--- config.mk ---
export PLATFORM = sky130hd
export DESIGN_NAME = serial_arx_enc
export DESIGN_NICKNAME = d
export VERILOG_FILES = /design/src/rtl/serial_arx_enc.sv
export SDC_FILE = /design/constraint.sdc
export NUM_CORES = 1
export LEC_CHECK = 0
export ABC_AREA = 1
export CAP_MARGIN = 20
export CORE_UTILIZATION = 64
export DETAILED_ROUTE_END_ITERATION = 10
export HOLD_SLACK_MARGIN = 0.03
export PLACE_DENSITY = 0.85
export SETUP_SLACK_MARGIN = 0.3
export SYNTH_ARGS = -nofsm -noshare
export SYNTH_HDL_FRONTEND = slang
export SYNTH_SLANG_ARGS = --single-unit
--- constraint.sdc ---
create_clock -name clk -period 4.6 [get_ports clk]
set_input_delay 0.46 -clock clk [delete_from_list [all_inputs] [get_ports clk]]
set_output_delay 0.46 -clock clk [all_outputs]
set_load 0.01 [all_outputs]
--- src/rtl/serial_arx_enc.sv ---
module serial_arx_enc #(
  parameter int ROUNDS = 32
) (
  input  logic clk,
  input  logic rst_n,
  input  logic load_i,
  input  logic din_i,
  input  logic start_i,
  input  logic rk_i,
  input  logic wk_i,
  output logic dout_o,
  output logic done_o
);
  localparam int NBIT = 64;
  localparam int LAST = ROUNDS + 1;
  localparam int WW   = $clog2(ROUNDS + 2);

  logic [NBIT-1:0] ring;
  logic [7:0]      cap, fr, src;
  logic [5:0]      cnt;
  logic [WW-1:0]   win;
  logic            cy, cnext, cin, run, pend, wbit, ta, tb, f0, f1;
  logic            go, act, xform, endwin;
  logic [2:0]      base, j;

  wire h = ring[0];

  assign go     = !run && !load_i && (start_i || pend) && (cnt == 6'd0);
  assign act    = run || go;
  assign xform  = (win == '0) || (win == WW'(LAST));
  assign endwin = act && (cnt == 6'd63);
  assign dout_o = ring[8];

  always_comb begin
    if (win == '0)               base = 3'd0;
    else if (win == WW'(LAST))   base = 3'((ROUNDS - 1) % 8);
    else                         base = 3'(win - WW'(1));
  end
  assign j = base + cnt[5:3];

  assign src = (cnt[2:0] == 3'd0) ? cap : fr;
  assign f1  = src[5] ^ src[4] ^ src[2];
  assign f0  = src[7] ^ src[6] ^ src[1];
  assign cin = (cnt[2:0] == 3'd0) ? 1'b0 : cy;

  always_comb begin
    ta    = f1 ^ rk_i;
    tb    = f0 ^ rk_i ^ cin;
    wbit  = h;
    cnext = 1'b0;
    if (!act) begin
      wbit = load_i ? din_i : h;
    end else if (xform) begin
      if (!j[0] && !j[1]) begin
        wbit  = h ^ wk_i ^ cin;
        cnext = (h & wk_i) | (h & cin) | (wk_i & cin);
      end else if (!j[0]) begin
        wbit = h ^ wk_i;
      end
    end else if (j[0] && !j[1]) begin
      wbit  = h ^ ta ^ cin;
      cnext = (h & ta) | (h & cin) | (ta & cin);
    end else if (j[0]) begin
      wbit  = h ^ tb;
      cnext = (f0 & rk_i) | (f0 & cin) | (rk_i & cin);
    end
  end

  always_ff @(posedge clk or negedge rst_n) begin
    if (!rst_n) begin
      ring   <= '0;
      cap    <= '0;
      fr     <= '0;
      cy     <= 1'b0;
      cnt    <= '0;
      win    <= '0;
      run    <= 1'b0;
      pend   <= 1'b0;
      done_o <= 1'b0;
    end else begin
      ring   <= {wbit, ring[NBIT-1:1]};
      cap    <= {wbit, cap[7:1]};
      fr     <= {src[0], src[7:1]};
      cy     <= cnext;
      cnt    <= (!act && load_i) ? 6'd0 : cnt + 6'd1;
      done_o <= endwin && (win == WW'(LAST));
      if (endwin) win <= (win == WW'(LAST)) ? '0 : win + WW'(1);
      if (go) run <= 1'b1;
      else if (endwin && win == WW'(LAST)) run <= 1'b0;
      if (go || run) pend <= 1'b0;
      else if (start_i) pend <= 1'b1;
    end
  end
endmodule

* Yosys cells after proc, flatten, opt, wreduce, memory -nomap -nowiden
Cells that the tools add are included.
** Operators by class
- Mux-type cells :: 22
- Add/subtract/negate cells :: 4
- Bitwise gates (word level) :: 26
- Reductions and logical operators :: 21
- Eq/ne operators :: 2
** Operators with widths (count)
- two-way mux 1 bit :: 17
- adder 6 x 1 -> 6 bit, second input constant :: 2
- equality test 6 bit, second input constant :: 2
- zero test 6 bit :: 2
- two-way mux 6 bit :: 2
- XOR 1 bit :: 12
- AND 1 bit :: 8
- logical AND 1 bit :: 8
- two-way mux 8 bit :: 1
- OR 1 bit :: 6
- zero test 1 bit :: 5
- two-way mux 2 bit :: 2
- nonzero test 2 bit :: 2
- zero test 3 bit :: 1
- logical OR 1 bit :: 3
- adder 2 bit :: 1
- subtractor 2 x 1 -> 2 bit, second input constant :: 1
** Storage, ports and cells
- Output and inout port bits :: 2
- Logic and storage cells :: 84
- Bits of input ports :: 7
- Register bits :: 96

* Depth between registers and ports, before layout
Gate-level depths: netlist of the first run.
- Word-level depth :: 11
- Gate-level depth with buffers :: 16

* Worst setup path after synthesis of the first run
No wires, ideal clock.
- Path type :: register -> register
- Start :: register cnt[0]
- End :: register cap[7]
- Library setup time :: 65 ps
- Buffers on the path :: 0
- Slack :: 2183 ps
- Required time :: 4535 ps
- Clock period less this slack :: 2417 ps
- Stages on the path, launching flop included :: 17
- Arrival time :: 2351 ps
- Cell sequence :: dfrtp_1 > inv_1 > ha_1 > clkinv_1 > nor2_4 > inv_2 > nand2_1 > nand2_1 > xnor2_1 > xor2_1 > fa_1 > nor2_1 > xor2_1 > nand2_1 > nand3_1 > nand3_1 > nand2_1
** Between the ends
- Longest elaborated chain between the ends :: 11
** Ends and longest elaborated chain
- start: declaration :: RTL line 20 : logic [5:0] cnt;
- start signal: assignment :: RTL line 85 : cnt <= (!act && load_i) ? 6'd0 : cnt + 6'd1;
- zero test 3 bit :: RTL line 41 : assign src = (cnt[2:0] == 3'd0) ? cap : fr;
- two-way mux 8 bit :: RTL line 41
- net src[6] :: RTL line 19 : logic [7:0] cap, fr, src;
- XOR 1 bit (2 in series) :: RTL line 43 : assign f0 = src[7] ^ src[6] ^ src[1];
- XOR 1 bit (2 in series) :: RTL line 48 : tb = f0 ^ rk_i ^ cin;
- XOR 1 bit :: RTL line 64 : wbit = h ^ tb;
- two-way mux 1 bit :: RTL line 63 : end else if (j[0]) begin
- two-way mux 1 bit :: RTL line 60 : end else if (j[0] && !j[1]) begin
- two-way mux 1 bit :: RTL line 53 : end else if (xform) begin
- two-way mux 1 bit :: RTL line 51 : if (!act) begin
- net wbit :: RTL line 22 : logic cy, cnext, cin, run, pend, wbit, ta, tb, f0, f1;
- end signal: assignment :: RTL line 82 : cap <= {wbit, cap[7:1]};
- end: declaration :: RTL line 19
The timed path passes the listed nets, and every way through them passes these cells.
A chain may end at the register's enable or synchronous reset.

* Worst setup path in the final report of the first run
Ends and elaborated chain as after synthesis.

==> impl_metrics.env, run 1 <==
export IMPL_grt_start_max_net_pins=89
export IMPL_number_of_port_buffers=8
export IMPL_fp_dieH_um=71.0
export IMPL_first_pass_grt_wire_length_mm=7.88
export IMPL_crit_path_cell_trace="inv_1, ha_1, clkinv_1, nor2_4, inv_2, nand2_1, nand2_1, xnor2_1, xor2_1, fa_1, nor2_1, xor2_1, nand2_1, nand3_1, nand3_1, nand2_1"
export IMPL_clk_path_buf_depth=2
export IMPL_max_cap_viol_count=0
export IMPL_r2r_end="cap[7]"
export IMPL_r2r_start="cnt[0]"
export IMPL_worst_path_dominant_cell_family="simple AND/OR/NAND/NOR gates"
export IMPL_floorplan_die_area_mm2=0.00505
export IMPL_static_leakage_power_nw=1.71
export IMPL_critPathMostFrequentCell="sky130_fd_sc_hd__nand2_1"
export IMPL_number_of_antenna_violating_nets_in_the_routed_design=0
export IMPL_grt_overflow_total=0
export IMPL_ioPinCount=9
export IMPL_cellPowerDensity_mw_per_mm2=577
export IMPL_path_max_fanout=10
export IMPL_final_setup_tns_ns=0
export IMPL_syn_area_mm2=0.00305
export IMPL_cts_root_buffer="sky130_fd_sc_hd__clkbuf_8"
export IMPL_post_drt_via_cell_ratio=5.13
export IMPL_setup_violators_final=0
export IMPL_ff_latch_area_mm2=0.00220
export IMPL_required_time_at_the_worst_slack_endpoint_ns=4.89
export IMPL_slew_headroom_pct=68.9
export IMPL_fillerInstances=256
export IMPL_netlist_instances=234
export IMPL_ys_seq_elements=88
export IMPL_final_min_period_over_clock_period_pct=57.7
export IMPL_yosys_area_top_type_share_pct=72.2
export IMPL_vdd_ir_drop_worst_mv=0.365
export IMPL_netlist_top_cells_area="sky130_fd_sc_hd__dfrtp_1, sky130_fd_sc_hd__nand2_1, sky130_fd_sc_hd__ha_1"
export IMPL_cp_data_arrival_time_ns=2.95
export IMPL_flow_area_growth_from_synthesis_pct=11.9
export IMPL_timing_critical_path_slowest_cell_delay_ns=0.44
export IMPL_chipWidth_um=71.0
export IMPL_cts_clk_slew_worst_paths_ns=0.08
export IMPL_dp_hpwl_mm=2.84
export IMPL_post_cts_resize_count=0
export IMPL_insertion_delay_ns=0.36
export IMPL_layoutNonFillerInstCount=311
export IMPL_gr_usage_all_layers_pct=21.8
export IMPL_row_count=24
export IMPL_worst_slew_pin_transition_ns=0.467
export IMPL_number_of_endpoints_with_negative_hold_slack_in_the_final_report=0
export IMPL_place_detailed_instances=294
export IMPL_grt_pass1_vias=1652
export IMPL_route_detailed_drc=0
export IMPL_cts_num_sinks=88
export IMPL_p_total_mw=1.97
export IMPL_routed_via_count=1595
export IMPL_totalWireLength_mm=4.84
export IMPL_detailedRoute_firstIterationViolations=83
export IMPL_worst_path_bufs_invs=3
export IMPL_final_net_count=271
export IMPL_post_route_skew_ns=0.0104
export IMPL_synth_lib_cells_used_distinct=28
export IMPL_cts_tree="done"
export IMPL_final_routed_wire_length_divided_by_cell_count_um=15.6
export IMPL_drt_pre_antenna_iters=4
export IMPL_antenna_violations_before_repair=0
export IMPL_cts_made_buffers=9
export IMPL_crit_path_end_kind="flop"
export IMPL_multi_input_comb_area_um2=751
export IMPL_regToRegSetupSlack_ns=1.95
export IMPL_crit_path_start_kind="flop"
export IMPL_largest_area_contributor_in_the_netlist="sky130_fd_sc_hd__dfrtp_1"
export IMPL_hold_buffers=0
export IMPL_result_of_the_run="complete, no violations"
export IMPL_synthesized_netlist_net_count=251
export IMPL_core_area_mm2=0.00447
export IMPL_finalMaxSlewViolations=0
export IMPL_hold_path_class="input port to async pin"
export IMPL_rsz0062_at_grt="no"
export IMPL_finalCriticalPeriod_ns=2.65
export IMPL_path_class="flop to flop"
export IMPL_synth_area_per_cell_um2=13.0
export IMPL_post_cts_repair_setup_buffers=0
export IMPL_routabilityCongestion=0.809
export IMPL_synth_seq_area_share_pct=72.2
export IMPL_layout_drive_gt1_share_pct=14.3
export IMPL_max_freq_mhz=377
export IMPL_worst_path_max_delay_cell="sky130_fd_sc_hd__fa_1"
export IMPL_start_util_pct=68.2
export IMPL_ctsHtreeMaxLevel=3
export IMPL_ff2ff_path_depth=16
export IMPL_diodes=0
export IMPL_synthesis_yosys_warnings=0
-- layout make-up --
| cell class | instances | share of cell area [%] |
|---|---|---|
| repair buffers | 9 | 3.08 |
| clock inverters | 4 | 0.806 |
| flip-flops and latches | 88 | 64.5 |
| multi-input cells | 120 | 22.0 |
| well taps | 52 | 1.91 |
| inverters | 26 | 2.86 |
| clock buffers | 12 | 4.84 |
-- per-layer routing --
metal	wire (um)	global-route usage (%)	up-vias
met1	2330	30.1	788
met5	0	0	-
met2	2230	31.6	26
met4	111	10.9	0
li1	-	-	769
met3	163	7.26	12
-- worst max path at each step --
stage               slack, ns     end   start  cells after the start
floorplan                2.18  cap[7]  cnt[0]                     16
global placement         2.09  cap[7]  cnt[0]                     16
detailed placement       1.94  cap[7]  cnt[0]                     16
CTS                      1.90  cap[7]  cnt[0]                     16
global route             1.61  cap[7]  cnt[0]                     16
finish                   1.95  cap[7]  cnt[0]                     16
-- cell families (layout without fill, tap and decap cells) --
logic type      Yosys count  in the layout  synth area share (%)
buf+inv                  26             51                  3.20
flops                    88             88                  72.2
simple gates             91             91                  15.2
compound gates            9              9                  1.68
fa+ha+maj                10             10                  4.84
xor+xnor                 10             10                  2.87
-- synth_stat cells --
master,n
sky130_fd_sc_hd__nor3_1,5
sky130_fd_sc_hd__fa_1,3
sky130_fd_sc_hd__nand3_2,3
sky130_fd_sc_hd__nand2_2,2
sky130_fd_sc_hd__nand4_1,4
sky130_fd_sc_hd__clkinv_1,1
sky130_fd_sc_hd__o21ai_1,1
sky130_fd_sc_hd__o21ai_2,1
sky130_fd_sc_hd__nor2_4,2
sky130_fd_sc_hd__dfrtp_1,88
sky130_fd_sc_hd__nand3_4,1
sky130_fd_sc_hd__nor3b_2,1
sky130_fd_sc_hd__a21boi_0,1
sky130_fd_sc_hd__xor2_1,7
sky130_fd_sc_hd__nand3_1,7
sky130_fd_sc_hd__a21oi_1,1
sky130_fd_sc_hd__ha_1,7
sky130_fd_sc_hd__inv_2,3
sky130_fd_sc_hd__xnor2_1,3
sky130_fd_sc_hd__nand4_2,1
sky130_fd_sc_hd__nor2_1,14
sky130_fd_sc_hd__nor3b_1,1
sky130_fd_sc_hd__o21ai_0,5
sky130_fd_sc_hd__inv_1,22
sky130_fd_sc_hd__and3_2,1
sky130_fd_sc_hd__nor3_4,1
sky130_fd_sc_hd__nand2_1,45
sky130_fd_sc_hd__nor2_2,3
-- report_power, final --
part | internal [mW] | total (mW) | leakage (nW) | switching (mW)
clock network | 0.240 | 0.495 | 0.102 | 0.254
logic | 0.133 | 0.353 | 0.478 | 0.220
registers | 1.01 | 1.12 | 1.13 | 0.108
-- sequential cells by signal, indices dropped and copies added (netlist names) --
| name | count |
|---|---|
| cy | 1 |
| ring | 56 |
| win | 6 |
| cnt | 6 |
| done_o | 1 |
| cap | 8 |
| fr | 8 |
| pend | 1 |
| run | 1 |
-- cells in the final DEF, fill, tap and decap left out, types with 3 or more instances in the layout --
cell type                         count
sky130_fd_sc_hd__nand2_1             45
sky130_fd_sc_hd__nor2_1              14
sky130_fd_sc_hd__fa_1                 3
sky130_fd_sc_hd__nand3_1              7
sky130_fd_sc_hd__nand3_2              3
sky130_fd_sc_hd__clkbuf_8            12
sky130_fd_sc_hd__ha_1                 7
sky130_fd_sc_hd__clkdlybuf4s50_1      7
sky130_fd_sc_hd__xor2_1               7
sky130_fd_sc_hd__nand4_1              4
sky130_fd_sc_hd__nor3_1               5
sky130_fd_sc_hd__o21ai_0              5
sky130_fd_sc_hd__inv_2                3
sky130_fd_sc_hd__xnor2_1              3
sky130_fd_sc_hd__inv_1               22
sky130_fd_sc_hd__dfrtp_1             88
sky130_fd_sc_hd__nor2_2               3
-- stage by stage --
step                      util, %  hold WS, ns  cell area (um^2)  worst slack [ns]
after floorplan                 -        0.164              3050              2.18
after global placement       71.4        0.334              3190              2.09
after detailed placement     71.4        0.335              3190              1.94
after CTS                    75.7        0.317              3390              1.90
after global routing         76.3       0.0763              3410              1.61
final                        76.3       0.0575              3410              1.95
Power figures use the tool's default switching activity.
==> run 2: changes to the inputs <==
- CORE_UTILIZATION: 64 -> 59
- PLACE_DENSITY: 0.85 -> 0.8
- clock period: 4.6 -> 2.8 ns (I/O delays scaled with it)
==> run 2 against run 1 <==
Die area grew 8.2%. Register-to-register slack lost 1.6 ns. Count of clock-buffer cells in the layout is the same. Cell count grew 8.0%. Sequential share of layout area shrank 2.2 points. Critical path depth is the same. Non-clock buffer count grew 10. Core utilization shrank 3.4 points. Design area grew 3.6%.
==> impl_metrics.env, run 2 (same netlist as run 1, synthesis figures left out) <==
export IMPL_detailedRoute_firstIterationViolations=91
export IMPL_max_cap_viol_count=0
export IMPL_routabilityCongestion=0.839
export IMPL_slew_headroom_pct=72.1
export IMPL_final_setup_tns_ns=0
export IMPL_post_route_skew_ns=0.00895
export IMPL_insertion_delay_ns=0.35
export IMPL_dp_hpwl_mm=2.78
export IMPL_largest_register="ring"
export IMPL_setup_violators_final=0
export IMPL_antenna_violations_before_repair=0
export IMPL_chipWidth_um=73.9
export IMPL_floorplan_die_area_mm2=0.00546
export IMPL_cts_num_sinks=88
export IMPL_ff_latch_area_mm2=0.00220
export IMPL_clk_path_buf_depth=2
export IMPL_crit_path_end_kind="flop"
export IMPL_diodes=0
export IMPL_cellPowerDensity_mw_per_mm2=974
export IMPL_path_max_fanout=9
export IMPL_row_count=25
export IMPL_cts_tree="done"
export IMPL_first_pass_grt_wire_length_mm=7.72
export IMPL_ctsHtreeMaxLevel=3
export IMPL_number_of_port_buffers=8
export IMPL_finalMaxSlewViolations=0
export IMPL_drt_pre_antenna_iters=4
export IMPL_required_time_at_the_worst_slack_endpoint_ns=3.10
export IMPL_route_detailed_drc=0
export IMPL_reg_top3="ring (56), cap (8), fr (8)"
export IMPL_grt_overflow_total=0
export IMPL_finalCriticalPeriod_ns=2.46
export IMPL_crit_path_start_kind="flop"
export IMPL_cts_clk_slew_worst_paths_ns=0.09
export IMPL_p_total_mw=3.44
export IMPL_hold_path_class="input port to async pin"
export IMPL_fillerInstances=317
export IMPL_post_drt_via_cell_ratio=4.98
export IMPL_multi_input_comb_area_um2=773
export IMPL_ioPinCount=9
export IMPL_core_area_mm2=0.00485
export IMPL_static_leakage_power_nw=1.75
export IMPL_cts_root_buffer="sky130_fd_sc_hd__clkbuf_8"
export IMPL_final_net_count=281
export IMPL_gr_usage_all_layers_pct=20.2
export IMPL_worst_slew_pin_transition_ns=0.417
export IMPL_layout_drive_gt1_share_pct=19.0
export IMPL_grt_pass1_vias=1672
export IMPL_max_freq_mhz=406
export IMPL_flow_area_growth_from_synthesis_pct=15.9
export IMPL_rsz0062_at_grt="yes"
export IMPL_layout_commonest_cell="sky130_fd_sc_hd__dfrtp_1"
export IMPL_most_common_layout_cells="sky130_fd_sc_hd__dfrtp_1, sky130_fd_sc_hd__nand2_1, sky130_fd_sc_hd__inv_1"
export IMPL_final_routed_wire_length_divided_by_cell_count_um=14.6
export IMPL_routed_via_count=1673
export IMPL_result_of_the_run="complete, no violations"
export IMPL_vdd_ir_drop_worst_mv=0.544
export IMPL_totalWireLength_mm=4.90
export IMPL_number_of_antenna_violating_nets_in_the_routed_design=0
export IMPL_cp_data_arrival_time_ns=2.76
export IMPL_final_min_period_over_clock_period_pct=88.0
export IMPL_grt_start_max_net_pins=89
export IMPL_fp_dieH_um=73.9
export IMPL_number_of_endpoints_with_negative_hold_slack_in_the_final_report=0
export IMPL_cts_made_buffers=9
export IMPL_path_class="flop to flop"
export IMPL_number_of_flip_flops_under_the_largest_register_name=56
export IMPL_start_util_pct=62.9
## run 2: cell types whose count changed in the layout (fill, tap and decap cells not counted), sizes merged
cell         before  now
clkinv            5    0
bufinv            0    1
inv              25   27
dlygate4sd3       0    1
clkinvlp          0    2
buf               2   11
## run 2: path summary, 6_finish.rpt
kind / slack [ns] / cells past startpoint / startpoint / end
max: 0.34 / 16 / cnt[0] / cap[7]
min: 0.31 / 2 / rst_n / ring[13]
max reg2reg: 0.34 / 16 / cnt[0] / cap[7]
min reg2reg: 0.35 / 0 / ring[7] / ring[6]
max in group asynchronous: 1.92 / 3 / rst_n / cap[3]
min in group clk: 0.35 / 0 / ring[7] / ring[6]
## run 2: layer usage
layer,wire (um),vias to the layer above,global-route usage (%)
met5,0,-,0
met4,141,0,9.40
met3,177,16,7.54
met2,2240,37,29.4
met1,2340,833,27.4
li1,-,787,-
## run 2: layout make-up
| type | count | area share, % |
|---|---|---|
| clock buffer | 12 | 3.82 |
| multi-input combinational | 120 | 21.9 |
| timing repair buffer | 19 | 5.27 |
| tap | 67 | 2.37 |
| sequential | 88 | 62.3 |
| clock inverter | 4 | 1.52 |
| inverter | 26 | 2.83 |
## run 2: power by group
group	internal [mW]	switching [mW]
Clock	0.417	0.426
Sequential	1.66	0.187
Combinational	0.325	0.425
## run 2: worst max-delay path, stage by stage (launching register included)
cell                      delay, ns
sky130_fd_sc_hd__dfrtp_1       0.39
sky130_fd_sc_hd__inv_1         0.07
sky130_fd_sc_hd__ha_2          0.17
sky130_fd_sc_hd__inv_2         0.04
sky130_fd_sc_hd__nor2_4        0.13
sky130_fd_sc_hd__inv_4         0.08
sky130_fd_sc_hd__nand2_1       0.10
sky130_fd_sc_hd__nand2_2       0.10
sky130_fd_sc_hd__xnor2_2       0.16
sky130_fd_sc_hd__xor2_1        0.22
sky130_fd_sc_hd__fa_1          0.41
sky130_fd_sc_hd__nor2_1        0.12
sky130_fd_sc_hd__xor2_1        0.16
sky130_fd_sc_hd__nand2_1       0.07
sky130_fd_sc_hd__nand3_1       0.06
sky130_fd_sc_hd__nand3_1       0.07
sky130_fd_sc_hd__nand2_1       0.07
## run 2: repair_timing
action | CTS | global route
hold buffers | 0 | 1
gates resized for setup | 0 | 11
endpoints found under the setup margin | 1 | 1
hold endpoints to repair | 0 | 11
setup buffers | 5 | 4
pin swaps | 3 | 10
## run 2: per-stage QoR
step           hold slack (ns)  instance area [um^2]  worst slack, ns  instances  utilization (%)
3_5_place_dp             0.335                  3210            0.188        309             66.2
3_3_place_gp             0.334                  3210            0.292        309             66.2
2_1_floorplan          -0.0156                  3050            0.383        234                -
4_1_cts                  0.143                  3440            0.308        330             70.9
6_report                 0.313                  3530            0.337        336             72.9
5_1_grt                  0.313                  3530            0.152        336             72.9
==> run 3: changes to the inputs <==
- ABC_CLOCK_PERIOD_IN_PS: not set -> 2800
==> results of run 3 <==
Final layout, timing and power as in run 2 (identical DEF).
